--- src/rtl/eebw_pkg.sv ---
package eebw_pkg;

  typedef enum logic [3:0] {
    S_IDLE,
    S_WSTART,
    S_WCTRL,
    S_WADDR,
    S_WDATA,
    S_WSTOP,
    S_PSTART,
    S_PCTRL,
    S_FSTART,
    S_FSTOP
  } seq_e;

  localparam logic [7:0] CTRL_WR = 8'hA0;
  localparam logic [3:0] ACK_BIT = 4'd8;

  function automatic logic is_byte_state(seq_e s);
    return (s == S_WCTRL) || (s == S_WADDR) || (s == S_WDATA) || (s == S_PCTRL);
  endfunction

endpackage

--- src/rtl/eebw_qtick.sv ---
module eebw_qtick #(
  parameter int QCYC = 31
) (
  input  logic clk,
  input  logic rst,
  input  logic run,
  output logic tick
);
  localparam int QW = (QCYC > 2) ? $clog2(QCYC) : 1;

  logic [QW-1:0] cnt;

  assign tick = run && (cnt == QW'(QCYC - 1));

  always_ff @(posedge clk) begin
    if (rst || !run || tick) cnt <= '0;
    else                     cnt <= cnt + 1'b1;
  end
endmodule

--- src/rtl/eebw_polltimer.sv ---
module eebw_polltimer #(
  parameter int LIMIT = 1500000
) (
  input  logic clk,
  input  logic rst,
  input  logic clr,
  input  logic run,
  output logic expired
);
  localparam int TW = $clog2(LIMIT + 1);

  logic [TW-1:0] cnt;

  always_ff @(posedge clk) begin
    if (rst || clr) begin
      cnt     <= '0;
      expired <= 1'b0;
    end else if (run && !expired) begin
      if (cnt == TW'(LIMIT - 1)) expired <= 1'b1;
      cnt <= cnt + 1'b1;
    end
  end

  // once the window has run out it stays so until the next command
  a_r7_expired_sticky: assert property (@(posedge clk) disable iff (rst)
    (expired && !clr) |=> expired);
endmodule

--- src/rtl/eebw_master.sv ---
module eebw_master
  import eebw_pkg::*;
#(
  parameter int CLK_HZ  = 50000000,
  parameter int SCL_HZ  = 400000,
  parameter int TOUT_US = 30000
) (
  input  logic       clk,
  input  logic       rst,
  input  logic       start_i,
  input  logic [7:0] mem_addr_i,
  input  logic [7:0] wr_data_i,
  input  logic       sda_i,
  output logic       scl_oe_o,
  output logic       sda_oe_o,
  output logic       busy_o,
  output logic       done_o,
  output logic       err_o
);
  localparam int QCYC     = CLK_HZ / (4 * SCL_HZ);
  localparam int TOUT_CYC = (CLK_HZ / 1000000) * TOUT_US;

  seq_e       st;
  logic [1:0] q;
  logic [3:0] bitn;
  logic [7:0] addr_q, data_q;
  logic       ack_q, abort_q, poll_run;
  logic       tick, tout_exp, accept;
  logic [7:0] cur_byte;
  logic       bit_val;
  logic       scl_nx, sda_nx;

  assign accept = (st == S_IDLE) && start_i;

  eebw_qtick #(.QCYC(QCYC)) u_qtick (
    .clk(clk), .rst(rst), .run(st != S_IDLE), .tick(tick)
  );

  eebw_polltimer #(.LIMIT(TOUT_CYC)) u_ptimer (
    .clk(clk), .rst(rst), .clr(accept), .run(poll_run), .expired(tout_exp)
  );

  always_comb begin
    case (st)
      S_WADDR: cur_byte = addr_q;
      S_WDATA: cur_byte = data_q;
      default: cur_byte = CTRL_WR;
    endcase
    bit_val = cur_byte[3'd7 - bitn[2:0]];
  end

  // Quarter-bit line shaping: SCL low in q0/q1, high in q2/q3.
  always_comb begin
    scl_nx = 1'b0;
    sda_nx = sda_oe_o;
    case (st)
      S_IDLE: sda_nx = 1'b0;
      S_WSTART, S_PSTART, S_FSTART: begin
        scl_nx = (q < 2'd2);
        if (q == 2'd1 || q == 2'd2) sda_nx = 1'b0;
        else if (q == 2'd3)         sda_nx = 1'b1;
      end
      S_WSTOP, S_FSTOP: begin
        scl_nx = (q < 2'd2);
        if (q == 2'd3)      sda_nx = 1'b0;
        else if (q != 2'd0) sda_nx = 1'b1;
      end
      default: begin
        scl_nx = (q < 2'd2);
        if (q != 2'd0) sda_nx = (bitn == ACK_BIT) ? 1'b0 : ~bit_val;
      end
    endcase
  end

  always_ff @(posedge clk) begin
    if (rst) begin
      st       <= S_IDLE;
      q        <= '0;
      bitn     <= '0;
      addr_q   <= '0;
      data_q   <= '0;
      ack_q    <= 1'b0;
      abort_q  <= 1'b0;
      poll_run <= 1'b0;
      scl_oe_o <= 1'b0;
      sda_oe_o <= 1'b0;
      busy_o   <= 1'b0;
      done_o   <= 1'b0;
      err_o    <= 1'b0;
    end else begin
      done_o   <= 1'b0;
      scl_oe_o <= scl_nx;
      sda_oe_o <= sda_nx;
      if (st == S_IDLE) begin
        if (start_i) begin
          addr_q   <= mem_addr_i;
          data_q   <= wr_data_i;
          err_o    <= 1'b0;
          abort_q  <= 1'b0;
          poll_run <= 1'b0;
          busy_o   <= 1'b1;
          q        <= '0;
          bitn     <= '0;
          st       <= S_WSTART;
        end
      end else if (tick) begin
        q <= q + 2'd1;
        if (is_byte_state(st) && bitn == ACK_BIT && q == 2'd2) ack_q <= ~sda_i;
        if (q == 2'd3) begin
          case (st)
            S_WSTART: st <= S_WCTRL;
            S_PSTART: st <= S_PCTRL;
            S_FSTART: st <= S_FSTOP;
            S_WCTRL, S_WADDR, S_WDATA, S_PCTRL: begin
              if (bitn != ACK_BIT) begin
                bitn <= bitn + 4'd1;
              end else begin
                bitn <= '0;
                if (ack_q) begin
                  case (st)
                    S_WCTRL: st <= S_WADDR;
                    S_WADDR: st <= S_WDATA;
                    S_WDATA: st <= S_WSTOP;
                    default: st <= S_FSTART;
                  endcase
                end else if (st == S_PCTRL && !tout_exp) begin
                  st <= S_PSTART;
                end else begin
                  err_o   <= 1'b1;
                  abort_q <= 1'b1;
                  st      <= S_WSTOP;
                end
              end
            end
            S_WSTOP: begin
              if (abort_q) begin
                st       <= S_IDLE;
                busy_o   <= 1'b0;
                done_o   <= 1'b1;
                poll_run <= 1'b0;
              end else begin
                st       <= S_PSTART;
                poll_run <= 1'b1;
              end
            end
            default: begin
              st       <= S_IDLE;
              busy_o   <= 1'b0;
              done_o   <= 1'b1;
              poll_run <= 1'b0;
            end
          endcase
        end
      end
    end
  end

  // completion strobe lasts a single cycle
  a_r9_done_single: assert property (@(posedge clk) disable iff (rst)
    done_o |=> !done_o);
  // an accepted command makes the block busy
  a_r8_accept_busy: assert property (@(posedge clk) disable iff (rst)
    (start_i && !busy_o) |=> busy_o);
  // busy only ends together with the done strobe
  a_r8_busy_ends_done: assert property (@(posedge clk) disable iff (rst)
    $fell(busy_o) |-> done_o);
  // lines released whenever idle
  a_r10_idle_released: assert property (@(posedge clk) disable iff (rst)
    !busy_o |-> (!scl_oe_o && !sda_oe_o));
  // error only raised during an operation
  a_r3_err_in_op: assert property (@(posedge clk) disable iff (rst)
    $rose(err_o) |-> busy_o);
endmodule

--- config.mk ---
export PLATFORM = sky130hd
export DESIGN_NAME = eebw_master
export DESIGN_NICKNAME = d
export VERILOG_FILES = /design/src/rtl/eebw_pkg.sv /design/src/rtl/eebw_qtick.sv /design/src/rtl/eebw_polltimer.sv /design/src/rtl/eebw_master.sv
export SDC_FILE = /design/constraint.sdc
export NUM_CORES = 1
export LEC_CHECK = 0
export ABC_AREA = 0
export BUFFER_PORTS_ARGS = -buffer_cell sky130_fd_sc_hd__buf_2
export CORE_UTILIZATION = 40
export CTS_CLUSTER_DIAMETER = 100
export DETAILED_ROUTE_END_ITERATION = 8
export GPL_TIMING_DRIVEN = 1
export PLACE_DENSITY = 0.6
export SKIP_LAST_GASP = 1
export SLEW_MARGIN = 10
export SYNTH_ARGS = -nofsm -noshare
export SYNTH_HDL_FRONTEND = slang
export SYNTH_HIERARCHICAL = 1
export SYNTH_SLANG_ARGS = --single-unit
--- constraint.sdc ---
create_clock -name clk -period 2.4 [get_ports clk]
set_input_delay 0 -clock clk [delete_from_list [all_inputs] [get_ports clk]]
set_output_delay 0 -clock clk [all_outputs]
set_load 0.01 [all_outputs]
==> results.sh <==
export IMPL_antenna_found_initial=0
export IMPL_drt_iter0_drc=104
export IMPL_crit_required_ns=2.67
export IMPL_cap_violations=0
export IMPL_synth_ff_type="dfxtp_1"
export IMPL_netlist_instances=379
export IMPL_slew_headroom_pct=52.38
export IMPL_fp_coreArea_mm2=0.007370
export IMPL_dp_cells=495
export IMPL_clkSlewWorstSetupHoldPaths_ns=0.07
export IMPL_fmax_mhz=432.5
export IMPL_synth_largest_area_cell="dfxtp_1"
export IMPL_avgRoutedWirePerCell_um=13.40
export IMPL_drc=0
export IMPL_floorplan_die_area_mm2=0.008120
export IMPL_drive_above_1_share_pct=16.74
export IMPL_synth_most_common_cell="dfxtp_1"
export IMPL_worst_pin_slew_ns=0.7143
export IMPL_clockBufferDepth=2
export IMPL_clk_latency_ns=0.34
export IMPL_p_leak_uw=0.001361
export IMPL_path_max_fanout=5
export IMPL_reg2reg_slack_ns=0.09
export IMPL_port_buffers=24
export IMPL_synth_top_cell_area_share_pct=38.68
export IMPL_period_needed_ns=2.312
export IMPL_grt_pass1_wl_um=12500
export IMPL_vias=2815
export IMPL_nNetsFinal=454
export IMPL_synth_edf_count=0
export IMPL_cts_buffers_inserted=9
export IMPL_cp_start_kind="register"
export IMPL_synth_distinct_cells=61
export IMPL_setup_viol=0
export IMPL_worstSetupPathType="reg -> reg"
export IMPL_ys_seq_elements=60
export IMPL_wl_um=7087
export IMPL_slowest_delay_ns=0.50
export IMPL_power_total_uw=2510
export IMPL_fillers=731
export IMPL_min_path_type="in -> reg"
export IMPL_overflow=0
export IMPL_yosys_warnings=6
export IMPL_die_w_um=90.11
export IMPL_synth_nets=408
export IMPL_root_buffer="clkbuf_8"
export IMPL_finalHoldViolCount=0
export IMPL_ctsHtreeMaxLevel=3
export IMPL_detail_route_first_pass_iterations=4
export IMPL_cp_cell_sequence="inv_1 > ha_1 > nand4_1 > nor2_2 > o41a_1 > a22oi_2 > or4b_4 > buf_4 > or3b_1 > a21oi_2"
export IMPL_synthArstFlopShare_pct=0
export IMPL_hpwlAfterDp_um=4759
export IMPL_outcome="finished clean"
export IMPL_synthTopCellsByCount="dfxtp_1 (60), nand2_1 (53), a21oi_1 (38)"
export IMPL_drv_slew=0
export IMPL_initial_core_util_pct=42.14
export IMPL_cts_sinks=60
export IMPL_power_density_mw_per_mm2=664.2
export IMPL_clock_skew_ns=0.009611
export IMPL_finalCritPeriodShare_pct=96.33
export IMPL_crit_arrival_ns=2.58
export IMPL_gp_congestion=0.8630
export IMPL_peakVddDrop_mv=0.4510
export IMPL_ios=25
export IMPL_crit_path_end_kind="register"
export IMPL_fin_cells=529
export IMPL_avgSynthCellArea_um2=8.194
export IMPL_yosys_top_cells_area="dfxtp_1 (39%), nand2_1 (6.4%), a21oi_1 (6.1%), nor2_1 (3.7%), ha_1 (3.6%)"
export IMPL_grt_pass1_vias=2744
export IMPL_avgViaCountPerCell=5.321
export IMPL_placed_area_mm2=0.003366
export IMPL_cts_tree="built"
export IMPL_antenna_cells=0
export IMPL_area_delta_synth_final_pct=21.68
export IMPL_grt_max_degree=38
export IMPL_num_rows=31
export IMPL_fin_hold_ws_ns=0.1445
export IMPL_yosysSeqAreaShare_pct=38.68
export IMPL_grtUsageTotal_pct=19.03
export IMPL_ant_nets=0
export IMPL_final_cell_area_mm2=0.003779
export IMPL_crit_slowest_cell="or4b_4"
export IMPL_syn_area_mm2=0.003105
export IMPL_die_h_um=90.11
-- logic make-up after synthesis --
group / synth area share [%]
AO/OA/AOI/OAI: 19.02
XOR/XNOR: 4.513
adder cells (fa/ha/maj): 3.626
buffers and inverters: 4.794
flip-flops: 38.68
multiplexers: 0.9670
AND/OR/NAND/NOR: 28.40
-- placed cells by master (no fill, tap or decap), types with 5 or more instances in the layout --
master / n
a221oi_1: 5
buf_2: 24
o21ai_0: 11
or3_1: 8
xnor2_1: 9
dlygate4sd3_1: 17
nor4_1: 5
nand3_1: 11
a21oi_1: 36
a22oi_1: 6
nor3_1: 8
clkbuf_8: 9
buf_4: 15
dfxtp_1: 59
ha_1: 9
inv_1: 15
nand2_1: 53
xor2_1: 7
nand4_1: 7
nor2_1: 30
-- power breakdown --
| group | switching, uW | internal, uW | leakage, uW |
|---|---|---|---|
| logic | 238 | 191 | 0.000771 |
| registers | 36.9 | 1050 | 0.000488 |
| clock network | 413 | 584 | 0.000102 |
-- worst max-delay path: cells and delay by family (launching register included) --
kind            cells  cell delay, ns
simple gates        4            1.16
compound gates      3            0.43
buf+inv             2            0.21
flops               1            0.31
fa+ha+maj           1            0.14
-- timing repair --
| action | 4_1_cts | 5_1_grt |
|---|---|---|
| resized for setup | 0 | 6 |
| buffers inserted | 0 | 1 |
| hold buffers | 17 | 0 |
| setup endpoints to repair | 0 | 4 |
| endpoints found under the hold margin | 17 | 0 |
-- through the flow --
step	setup TNS (ns)	worst slack, ns	util (%)
global route	-0.003596	-0.003596	51.27
floorplan	0	0.009738	-
global placement	0	0.09494	45.67
CTS	0	0.01203	50.92
detailed placement	0	0.02909	45.67
finish	0	0.08813	51.27
-- sequential cells by signal, summed over array words and instances, names as in the netlist, 2 cells and up --
| name | cells |
|---|---|
| u_qtick/cnt | 5 |
| bitn | 4 |
| q | 2 |
| st | 4 |
| u_ptimer/cnt | 21 |
| data_q | 8 |
| addr_q | 8 |
-- layout make-up --
class	instances	area, um^2	area share (%)
multi-input combinational	282	1773	46.92
inverter	16	60.06	1.589
tap	99	123.9	3.278
sequential	60	1202	31.82
clock buffer	10	127.6	3.377
timing repair buffer	56	402.9	10.66
clock inverter	6	88.84	2.351
-- layer usage --
metal,global-route usage (%),part of all wire [%]
met1,23.59,47
met2,31.11,48
met3,5.584,3.5
met4,7.124,1.2
met5,0,0
-- final timing paths --
check,from,end,cells after the start
setup / recovery,u_qtick/cnt[0]$_SDFF_PP0_,bitn[1]$_SDFFE_PP0P_,10
hold / removal,start_i,st[3]$_SDFFE_PP0P_,4
setup reg to reg,u_qtick/cnt[0]$_SDFF_PP0_,bitn[1]$_SDFFE_PP0P_,10
hold reg to reg,data_q[4]$_SDFFE_PP0P_,data_q[4]$_SDFFE_PP0P_,2
No activity file was read; power rests on OpenSTA's default activity.
